===== src/rtl/dll_seq_pkg.sv =====
// Package: shared state encoding and configuration-word bit masks for the
// delay-locked loop bring-up sequencer. Bit positions are fixed because the
// loop decodes the configuration word itself.
package dll_seq_pkg;

    typedef enum logic [2:0] {
        ST_IDLE  = 3'd0,
        ST_STG1  = 3'd1,
        ST_STG2  = 3'd2,
        ST_STG3  = 3'd3,
        ST_POLL  = 3'd4
    } seq_state_t;

    typedef enum logic [1:0] {
        UPD_NONE = 2'd0,
        UPD_OFF  = 2'd1,
        UPD_ARM  = 2'd2,
        UPD_ON   = 2'd3
    } cfg_upd_t;

    localparam int unsigned LOCK_BIT    = 18;
    localparam logic [31:0] M_LOOP_EN   = 32'h0020_0000;  // bit 21
    localparam logic [31:0] M_COMP_EN   = 32'h0F04_0000;  // bits 18, 24..27
    localparam logic [31:0] M_SEARCH    = 32'h0001_0000;  // bit 16
    localparam logic [31:0] V_INIT_CNT  = 32'h0000_0C00;
    localparam logic [31:0] V_PHASE_INT = 32'h0000_0003;

endpackage


===== src/rtl/dll_rate_gate.sv =====
// Module: decides whether a start request needs the bring-up sequence.
// Assumes target_hz is stable in the cycle start is presented.
module dll_rate_gate #(
    parameter logic [31:0] THRESH_HZ = 32'd52_000_000
) (
    input  logic        rate_changed,
    input  logic [31:0] target_hz,
    output logic        need_run
);
    // Purpose: run only on a real change to a rate strictly above threshold.
    always_comb begin
        need_run = rate_changed && (target_hz > THRESH_HZ);
    end
endmodule


===== src/rtl/dll_tick_timer.sv =====
// Module: counts microsecond ticks up to a limit and then holds.
// Assumes the limit stays constant between restarts.
module dll_tick_timer #(
    parameter int unsigned W = 21
) (
    input  logic         clk,
    input  logic         rst_n,
    input  logic         restart,
    input  logic         tick,
    input  logic [W-1:0] limit,
    output logic         expired
);
    logic [W-1:0] cnt_q;

    // Purpose: clear on restart, count ticks, saturate at the limit.
    always_ff @(posedge clk) begin
        if (!rst_n) begin
            cnt_q <= '0;
        end else if (restart) begin
            cnt_q <= '0;
        end else if (tick && (cnt_q != limit)) begin
            cnt_q <= cnt_q + 1'b1;
        end
    end

    // Purpose: flag that the programmed number of ticks has elapsed.
    always_comb begin
        expired = (cnt_q == limit);
    end
endmodule


===== src/rtl/dll_cfg_stage.sv =====
// Module: computes the next configuration word for one staged update.
// Each update is a read-modify-write of the current word; UPD_NONE passes it on.
module dll_cfg_stage
    import dll_seq_pkg::*;
(
    input  logic [31:0] cur_cfg,
    input  cfg_upd_t    upd,
    output logic [31:0] nxt_cfg
);
    // Purpose: apply the masks for the selected stage.
    always_comb begin
        unique case (upd)
            UPD_OFF: nxt_cfg = cur_cfg & ~(M_LOOP_EN | M_COMP_EN);
            UPD_ARM: nxt_cfg = cur_cfg | M_COMP_EN | M_SEARCH | V_INIT_CNT | V_PHASE_INT;
            UPD_ON:  nxt_cfg = cur_cfg | M_LOOP_EN;
            default: nxt_cfg = cur_cfg;
        endcase
    end
endmodule


===== src/rtl/dll_lock_seq.sv =====
// Module: delay-locked loop bring-up sequencer (top).
// Runs three staged configuration updates, SETTLE_US ticks apart, then samples
// the lock bit every POLL_US ticks for up to TIMEOUT_US ticks. Assumes us_tick
// is a single-cycle pulse and POLL_US divides TIMEOUT_US with a result of 1 or more.
module dll_lock_seq
    import dll_seq_pkg::*;
#(
    parameter int unsigned SETTLE_US      = 1000,
    parameter int unsigned POLL_US        = 2000,
    parameter int unsigned TIMEOUT_US     = 1_000_000,
    parameter logic [31:0] RATE_THRESH_HZ = 32'd52_000_000,
    parameter logic [31:0] CFG_RESET      = 32'h0000_0000
) (
    input  logic        clk,
    input  logic        rst_n,
    input  logic        us_tick,
    input  logic        start_req,
    input  logic        rate_changed,
    input  logic [31:0] target_hz,
    input  logic [31:0] dll_status,
    output logic [31:0] dll_cfg,
    output logic [31:0] dbg_status,
    output logic        busy,
    output logic        done,
    output logic        locked,
    output logic        lock_fail
);
    localparam int unsigned WAIT_MAX0 = (SETTLE_US > POLL_US) ? SETTLE_US : POLL_US;
    localparam int unsigned WAIT_MAX  = (TIMEOUT_US > WAIT_MAX0) ? TIMEOUT_US : WAIT_MAX0;
    localparam int unsigned TW        = $clog2(WAIT_MAX + 1);
    localparam int unsigned MAX_POLLS = TIMEOUT_US / POLL_US;
    localparam int unsigned PW        = $clog2(MAX_POLLS + 1);

    seq_state_t    state_q;
    cfg_upd_t      upd;
    logic          need_run;
    logic          accept;
    logic          tmr_restart;
    logic          tmr_expired;
    logic [TW-1:0] tmr_limit;
    logic [PW-1:0] poll_cnt_q;
    logic [31:0]   cfg_q;
    logic [31:0]   cfg_nxt;
    logic [31:0]   stat_q;
    logic          done_q;
    logic          locked_q;
    logic          fail_q;

    dll_rate_gate #(.THRESH_HZ(RATE_THRESH_HZ)) u_gate (
        .rate_changed (rate_changed),
        .target_hz    (target_hz),
        .need_run     (need_run)
    );

    dll_tick_timer #(.W(TW)) u_timer (
        .clk     (clk),
        .rst_n   (rst_n),
        .restart (tmr_restart),
        .tick    (us_tick),
        .limit   (tmr_limit),
        .expired (tmr_expired)
    );

    dll_cfg_stage u_stage (
        .cur_cfg (cfg_q),
        .upd     (upd),
        .nxt_cfg (cfg_nxt)
    );

    // Purpose: select the stage update, timer restart and timer limit for this cycle.
    always_comb begin
        accept      = start_req && (state_q == ST_IDLE);
        upd         = UPD_NONE;
        tmr_restart = 1'b0;
        tmr_limit   = (state_q == ST_POLL) ? TW'(POLL_US) : TW'(SETTLE_US);
        unique case (state_q)
            ST_IDLE: if (accept && need_run) begin
                upd         = UPD_OFF;
                tmr_restart = 1'b1;
            end
            ST_STG1: if (tmr_expired) begin
                upd         = UPD_ARM;
                tmr_restart = 1'b1;
            end
            ST_STG2: if (tmr_expired) begin
                upd         = UPD_ON;
                tmr_restart = 1'b1;
            end
            ST_STG3: tmr_restart = tmr_expired;
            ST_POLL: tmr_restart = tmr_expired;
            default: ;
        endcase
    end

    // Purpose: sequence state, configuration word, sampling and outcome flags.
    always_ff @(posedge clk) begin
        if (!rst_n) begin
            state_q    <= ST_IDLE;
            cfg_q      <= CFG_RESET;
            stat_q     <= '0;
            poll_cnt_q <= '0;
            done_q     <= 1'b0;
            locked_q   <= 1'b0;
            fail_q     <= 1'b0;
        end else begin
            done_q <= 1'b0;
            if (upd != UPD_NONE) begin
                cfg_q <= cfg_nxt;
            end
            unique case (state_q)
                ST_IDLE: if (accept) begin
                    locked_q <= 1'b0;
                    fail_q   <= 1'b0;
                    if (need_run) begin
                        state_q <= ST_STG1;
                    end else begin
                        done_q <= 1'b1;
                    end
                end
                ST_STG1: if (tmr_expired) state_q <= ST_STG2;
                ST_STG2: if (tmr_expired) state_q <= ST_STG3;
                ST_STG3: if (tmr_expired) begin
                    state_q    <= ST_POLL;
                    poll_cnt_q <= '0;
                end
                ST_POLL: if (tmr_expired) begin
                    stat_q     <= dll_status;
                    poll_cnt_q <= poll_cnt_q + 1'b1;
                    if (dll_status[LOCK_BIT]) begin
                        locked_q <= 1'b1;
                        done_q   <= 1'b1;
                        state_q  <= ST_IDLE;
                    end else if (poll_cnt_q == PW'(MAX_POLLS - 1)) begin
                        fail_q  <= 1'b1;
                        done_q  <= 1'b1;
                        state_q <= ST_IDLE;
                    end
                end
                default: state_q <= ST_IDLE;
            endcase
        end
    end

    // Purpose: drive the outputs from registered state.
    always_comb begin
        dll_cfg    = cfg_q;
        dbg_status = stat_q;
        busy       = (state_q != ST_IDLE);
        done       = done_q;
        locked     = locked_q;
        lock_fail  = fail_q;
    end
endmodule


===== config.mk =====
export PLATFORM = sky130hd
export DESIGN_NAME = dll_lock_seq
export DESIGN_NICKNAME = d
export VERILOG_FILES = /design/src/rtl/dll_seq_pkg.sv /design/src/rtl/dll_rate_gate.sv /design/src/rtl/dll_tick_timer.sv /design/src/rtl/dll_cfg_stage.sv /design/src/rtl/dll_lock_seq.sv
export SDC_FILE = /design/constraint.sdc
export NUM_CORES = 1
export LEC_CHECK = 0
export BUFFER_PORTS_ARGS = -buffer_cell sky130_fd_sc_hd__buf_2
export CAP_MARGIN = 20
export CORE_ASPECT_RATIO = 0.6
export CORE_MARGIN = 2
export CORE_UTILIZATION = 28
export CTS_CLUSTER_DIAMETER = 80
export DETAILED_ROUTE_END_ITERATION = 10
export GPL_TIMING_DRIVEN = 0
export SYNTH_ARGS = -nofsm -noshare
export SYNTH_HDL_FRONTEND = slang
export SYNTH_SLANG_ARGS = --single-unit

===== constraint.sdc =====
create_clock -name clk -period 6.05 [get_ports clk]
set_input_delay 0.9075 -clock clk [delete_from_list [all_inputs] [get_ports clk]]
set_output_delay 0.9075 -clock clk [all_outputs]
set_load 0.005 [all_outputs]

# == After elaboration in Yosys (flattened, before gate mapping) ==
# Index checks and enable logic that the tools add are counted.
# Widths: inputs -> output; s select.
# totals
word_cells,94
inputBits,69
output_inout_bits,68
register_bits,78
# classes
n_reduce_logical,22
eq_ne,20
bitwise_logic,4
muxes,35
order_cmp,1
n_addsub,2
# ops
operator,n
$pmux 28 s3,1
$gt 32x26->1 const B,1
$mux 3,8
$add 20x1->20 const B,1
$eq 20x11->1,1
$ne 20x11->1,1
$mux 9,2
$pmux 9 s2,1
$ne 2x2->1 const B,8
$pmux 3 s5,1
$mux 1,14
$mux 11,1
$reduce_bool 2->1,5
$add 9x1->9 const B,1
$eq 9x9->1 const B,1
$reduce_and 3->1,3
$reduce_and 4->1,2
$reduce_and 7->1,1
$eq 3x2->1 const B,2
$pmux 1 s2,3
$pmux 2 s3,1
$reduce_or 2->1,3
$reduce_and 5->1,1
$eq 2x2->1 const B,2
other kinds (12),19

# == Longest topological paths before layout ==
# depth
word_depth,8
mapped_depth,10
ltp_nobuf,10

# == By module ==
# Synthesis repeated with hierarchy kept, for this count alone.
# hier_totals
cells_unflattened,579
hier_area_um2,4887.2
# modules_own_cells
mod,area_each_um2,cells_per_inst,seq_area_each_um2,instances
dll_lock_seq,3228.1,381,1581.5,1
dll_tick_timer,1267.5,146,400.4,1
dll_cfg_stage,269.0,34,0.0,1
dll_rate_gate,122.6,18,0.0,1

# == Worst setup path after synthesis ==
# No wires, ideal clock.
# synth_path
path_kind,input-to-reg
from,input port target_hz[16]
to,register cfg_q[26] (netlist: dll_cfg[26])
setup_ns,0.128
slack_ns,3.420
cell_stages,9
arrival_ns,2.503
required_time_ns,5.922
n_path_buf,0
path_cell_list,and3_1 and4b_1 a211oi_1 nor3_1 a31oi_1 inv_1 ha_1 mux2i_1 nor2_1
# synth_via
elab_chain_len,8
word_cells_on_any_way,13
classes_between,1 x order compare; 3 x eq/ne; 3 x mux; 1 x bitwise; 5 x reduce/logical
# synth_rtl
item,line,source
start: declaration,dll_lock_seq.sv:19,"input logic [31:0] target_hz,"
$gt 32x26->1 *,dll_rate_gate.sv:12,need_run = rate_changed && (target_hz > THRESH_HZ);
$logic_and 1x1->1 *,dll_rate_gate.sv:12,
$logic_and 1x1->1 *,dll_lock_seq.sv:77,ST_IDLE: if (accept && need_run) begin
$mux 1 *,dll_lock_seq.sv:77,
$pmux 2 s3 *,dll_lock_seq.sv:76,unique case (state_q)
$eq 2x1->1 or $eq 2x2->1 (tied branches),dll_cfg_stage.sv:12,unique case (upd)
$reduce_bool 2->1 (no line) or $not 1->1 (tied branches),--,
$reduce_and 3->1 (no line),--,
end signal: assignment,dll_lock_seq.sv:108,cfg_q <= cfg_nxt;
end: declaration,dll_lock_seq.sv:42,logic [31:0] cfg_q;
# Mark *: on every way between the ends. The rest lies on a longest branch, timed or not. The select of a mux whose other input is x is not followed.
# A chain may end at the register's enable or synchronous reset.

# == Worst setup path after layout ==
# layout_path
from,input port target_hz[22]
to,register cfg_q[26] (netlist: dll_cfg[26])
# Same word-level chain as after synthesis.

==> impl_metrics.env <==
export IMPL_cts_resized=0
export IMPL_cp_arrival_ns=3.09
export IMPL_cts_buffers=9
export IMPL_cts_root_buf="clkbuf_16"
export IMPL_cts_num_sinks=70
export IMPL_min_to="dbg_status[10]"
export IMPL_cp_end_kind="register"
export IMPL_yosysMostFrequentCell="nand2_1"
export IMPL_gp_congestion=0.818
export IMPL_maxCapViolCount=0
export IMPL_synthFlopType="dfxtp_1"
export IMPL_synth_warnings=0
export IMPL_portBuffers=115
export IMPL_p_switching_mw=0.232
export IMPL_use_met2_pct=21.1
export IMPL_setup_viol=0
export IMPL_insertion_delay_ns=0.33
export IMPL_row_count=30
export IMPL_ys_seq_elements=70
export IMPL_netlist_area_leader_share_pct=42.4
export IMPL_skew_ns=0.00474
export IMPL_grt_pass1_wl_mm=13.6
export IMPL_slew_violations=0
export IMPL_gr_max_usage_layer="met2"
export IMPL_clkPwrFrac_pct=51.2
export IMPL_grt_max_degree=13
export IMPL_drive_gt1_share_pct=30.2
export IMPL_layout_area_seq_sq_um=1400
export IMPL_wire_per_inst_um=12.1
export IMPL_finalCritPeriodShare_pct=47.8
export IMPL_min_from="dbg_status[10]"
export IMPL_power_leakage_nw=1.96
export IMPL_netlist_area_sq_um=3300
export IMPL_internal_power_mw=0.855
export IMPL_critPathMaxStageDelay_ns=0.51
export IMPL_post_cts_setup_buffers=0
export IMPL_p_per_area_nw_per_um2=243
export IMPL_ir_worst_vdd_uv=121
export IMPL_clockBufferDepth=2
export IMPL_cts_tree="done"
export IMPL_status="finished, final reports clean"
export IMPL_synth_area_per_cell_sq_um=7.94
export IMPL_slew_limit_headroom_pct=57.5
export IMPL_p_seq_share_pct=42.7
export IMPL_initial_core_util_pct=28.9
export IMPL_ff2ff_path_depth=9
export IMPL_synth_area_top_cells="dfxtp_1 (42%), nand2_1 (10%), a21oi_1 (6.7%), buf_4 (6.6%), nor2_1 (5.3%)"
export IMPL_die_area_sq_um=12700
export IMPL_dr_total_vias=3247
export IMPL_fin_crit_ns=2.89
export IMPL_final_cells=727
export IMPL_multi_input_area_sq_um=1640
export IMPL_wirelength_mm=8.81
export IMPL_fill_cells=1189
export IMPL_slowest_stage="a31oi_1"
export IMPL_min_path_type="register to register"
export IMPL_ys_top_cells_by_count="nand2_1 (90), dfxtp_1 (70), nor2_1 (47)"
export IMPL_antenna_cells=0
export IMPL_r2r_start="state_q[2]"
export IMPL_critPathBufInv=2
export IMPL_met3_usage_pct=5.03
export IMPL_min_path_cells=2
export IMPL_drtIter0Drc=155
export IMPL_remaining_drc_errors=0
export IMPL_worstReg2RegEnd="dll_cfg[26]"
export IMPL_cp_start_kind="primary input"
export IMPL_grt_pass1_vias=2934
export IMPL_ant_nets=0
export IMPL_reg2reg_slack_ns=3.38
export IMPL_crit_chain="buf_2 -> nor3_1 -> nand4b_1 -> o31ai_1 -> nor3_1 -> a31oi_1 -> inv_1 -> ha_1 -> mux2i_1 -> nor2_1"
export IMPL_via_per_inst=4.47
export IMPL_hold_buffers=0
export IMPL_finalHoldViolations=0
export IMPL_async_flop_share_pct=0
export IMPL_htree_levels=3
export IMPL_dr_pass1_iters=4
export IMPL_dp_cells=711
export IMPL_finalNetCount=636
export IMPL_clkSlewWorstSetupHoldPaths_ns=0.06
export IMPL_core_area_sq_um=11400
export IMPL_critPathKind="primary input to register"
export IMPL_rsz0062_at_grt="no"
export IMPL_fin_tns_setup_ns=0
export IMPL_dp_hpwl_mm=6.79
export IMPL_syn_inst=416
export IMPL_path_max_fanout=4
export IMPL_die_w_um=144
export IMPL_antenna_found_initial=0
export IMPL_worst_ep_required_time_ns=6.25
export IMPL_grt_total_usage_pct=13.8
export IMPL_synth_edf_count=0
export IMPL_grtUsageMet1_pct=18.5
export IMPL_area_growth_pct=35.3
export IMPL_grt_overflow_total=0
export IMPL_crit_top_cell="nor3_1"
export IMPL_yosysSeqAreaShare_pct=42.4
export IMPL_ios=137
export IMPL_die_y_um=88.1
export IMPL_max_freq_ghz=0.346
export IMPL_netSwitchingFraction_pct=21.3
export IMPL_cp_top_family="compound AO/OA/AOI/OAI gates"
export IMPL_yosys_cell_types_count=44
export IMPL_yosysTopAreaCell="dfxtp_1"
export IMPL_p_comb_share_pct=6.1
export IMPL_worst_pin_slew_ns=0.635
[logic make-up (layout without fill, tap and decap cells)]
group	Yosys count	in the layout	synth area share, %
AND/OR/NAND/NOR	194	194	27.1
flip-flops	70	70	42.4
AO/OA/AOI/OAI	69	69	12.0
buffers and inverters	54	185	10.3
XOR/XNOR	21	21	5.57
adder cells (fa/ha/maj)	5	5	1.89
multiplexers	2	2	0.606
other	1	21	0.114
[stage by stage]
step	worst slack (ns)	total power, mW	hold WS, ns	area, sq um	util, %
2_1_floorplan	3.42	0.508	0.447	3380	-
3_3_place_gp	2.84	0.539	0.440	4150	36.4
3_5_place_dp	2.78	0.540	0.446	4150	36.4
4_1_cts	3.13	1.10	0.454	4470	39.1
5_1_grt	2.87	1.13	0.470	4470	39.1
6_report	3.16	1.09	0.450	4470	39.1
[cells in the final DEF (no fill, tap or decap), types with 4 or more instances in the layout]
cell type,instances
buf_2,120
nand2_1,90
dfxtp_1,70
nor2_1,47
a21oi_1,44
buf_4,29
conb_1,21
xor2_1,11
xnor2_1,10
clkbuf_1,10
o21ai_0,9
nand3_1,9
clkbuf_16,9
nand4_1,8
nor3_1,7
and3_1,7
nand3b_1,6
inv_1,5
nor4_1,5
ha_1,5
clkinv_2,4
[power groups by stage]
stage               clock, mW  combinational, mW  sequential (mW)
floorplan                   0             0.0344            0.474
global placement            0             0.0653            0.474
detailed placement          0             0.0661            0.474
CTS                     0.570             0.0664            0.464
global route            0.593             0.0744            0.464
finish                  0.557             0.0665            0.464
[metal layers]
metal  wire [um]  share of wire [%]
met1        4340                 49
met2        3580                 41
met3         788                8.9
met4          94                1.1
met5           0                  0
[final cells by class]
cell class                 count  share of cell area, %
buffer                        49                   7.20
inverter                       5                  0.420
multi-input combinational    312                   36.6
clock inverter                 7                   1.99
clock buffer                   9                   5.04
timing repair buffer         115                   12.9
sequential                    70                   31.4
tap                          160                   4.48
[worst register-to-register path, stage by stage (launching register included)]
cell and delay (ns):
dfxtp_1 0.30, buf_2 0.17, nor3b_1 0.42, nand2_1 0.23, a21oi_1 0.48, a31oi_1 0.37
inv_1 0.13, ha_1 0.24, mux2i_1 0.16, nor2_1 0.05
[flip-flops by register name, indices dropped and copies added, names as in the netlist]
register and flops:
lock_fail 1, done 1, u_timer.cnt_q 20, dbg_status 32, locked 1, poll_cnt_q 9
dll_cfg 3, state_q 3
[how the worst max path moves through the flow]
stage / startpoint / endpoint / slack, ns / cells after the start
final: target_hz[22] / dll_cfg[26] / 3.16 / 10
after global routing: target_hz[11] / dll_cfg[26] / 2.87 / 10
after CTS: target_hz[11] / dll_cfg[26] / 3.13 / 10
after detailed placement: target_hz[11] / dll_cfg[26] / 2.78 / 10
after global placement: target_hz[9] / dll_cfg[26] / 2.84 / 10
after floorplan: target_hz[16] / dll_cfg[26] / 3.42 / 9
Note: power is estimated with default switching activity, not from simulation.
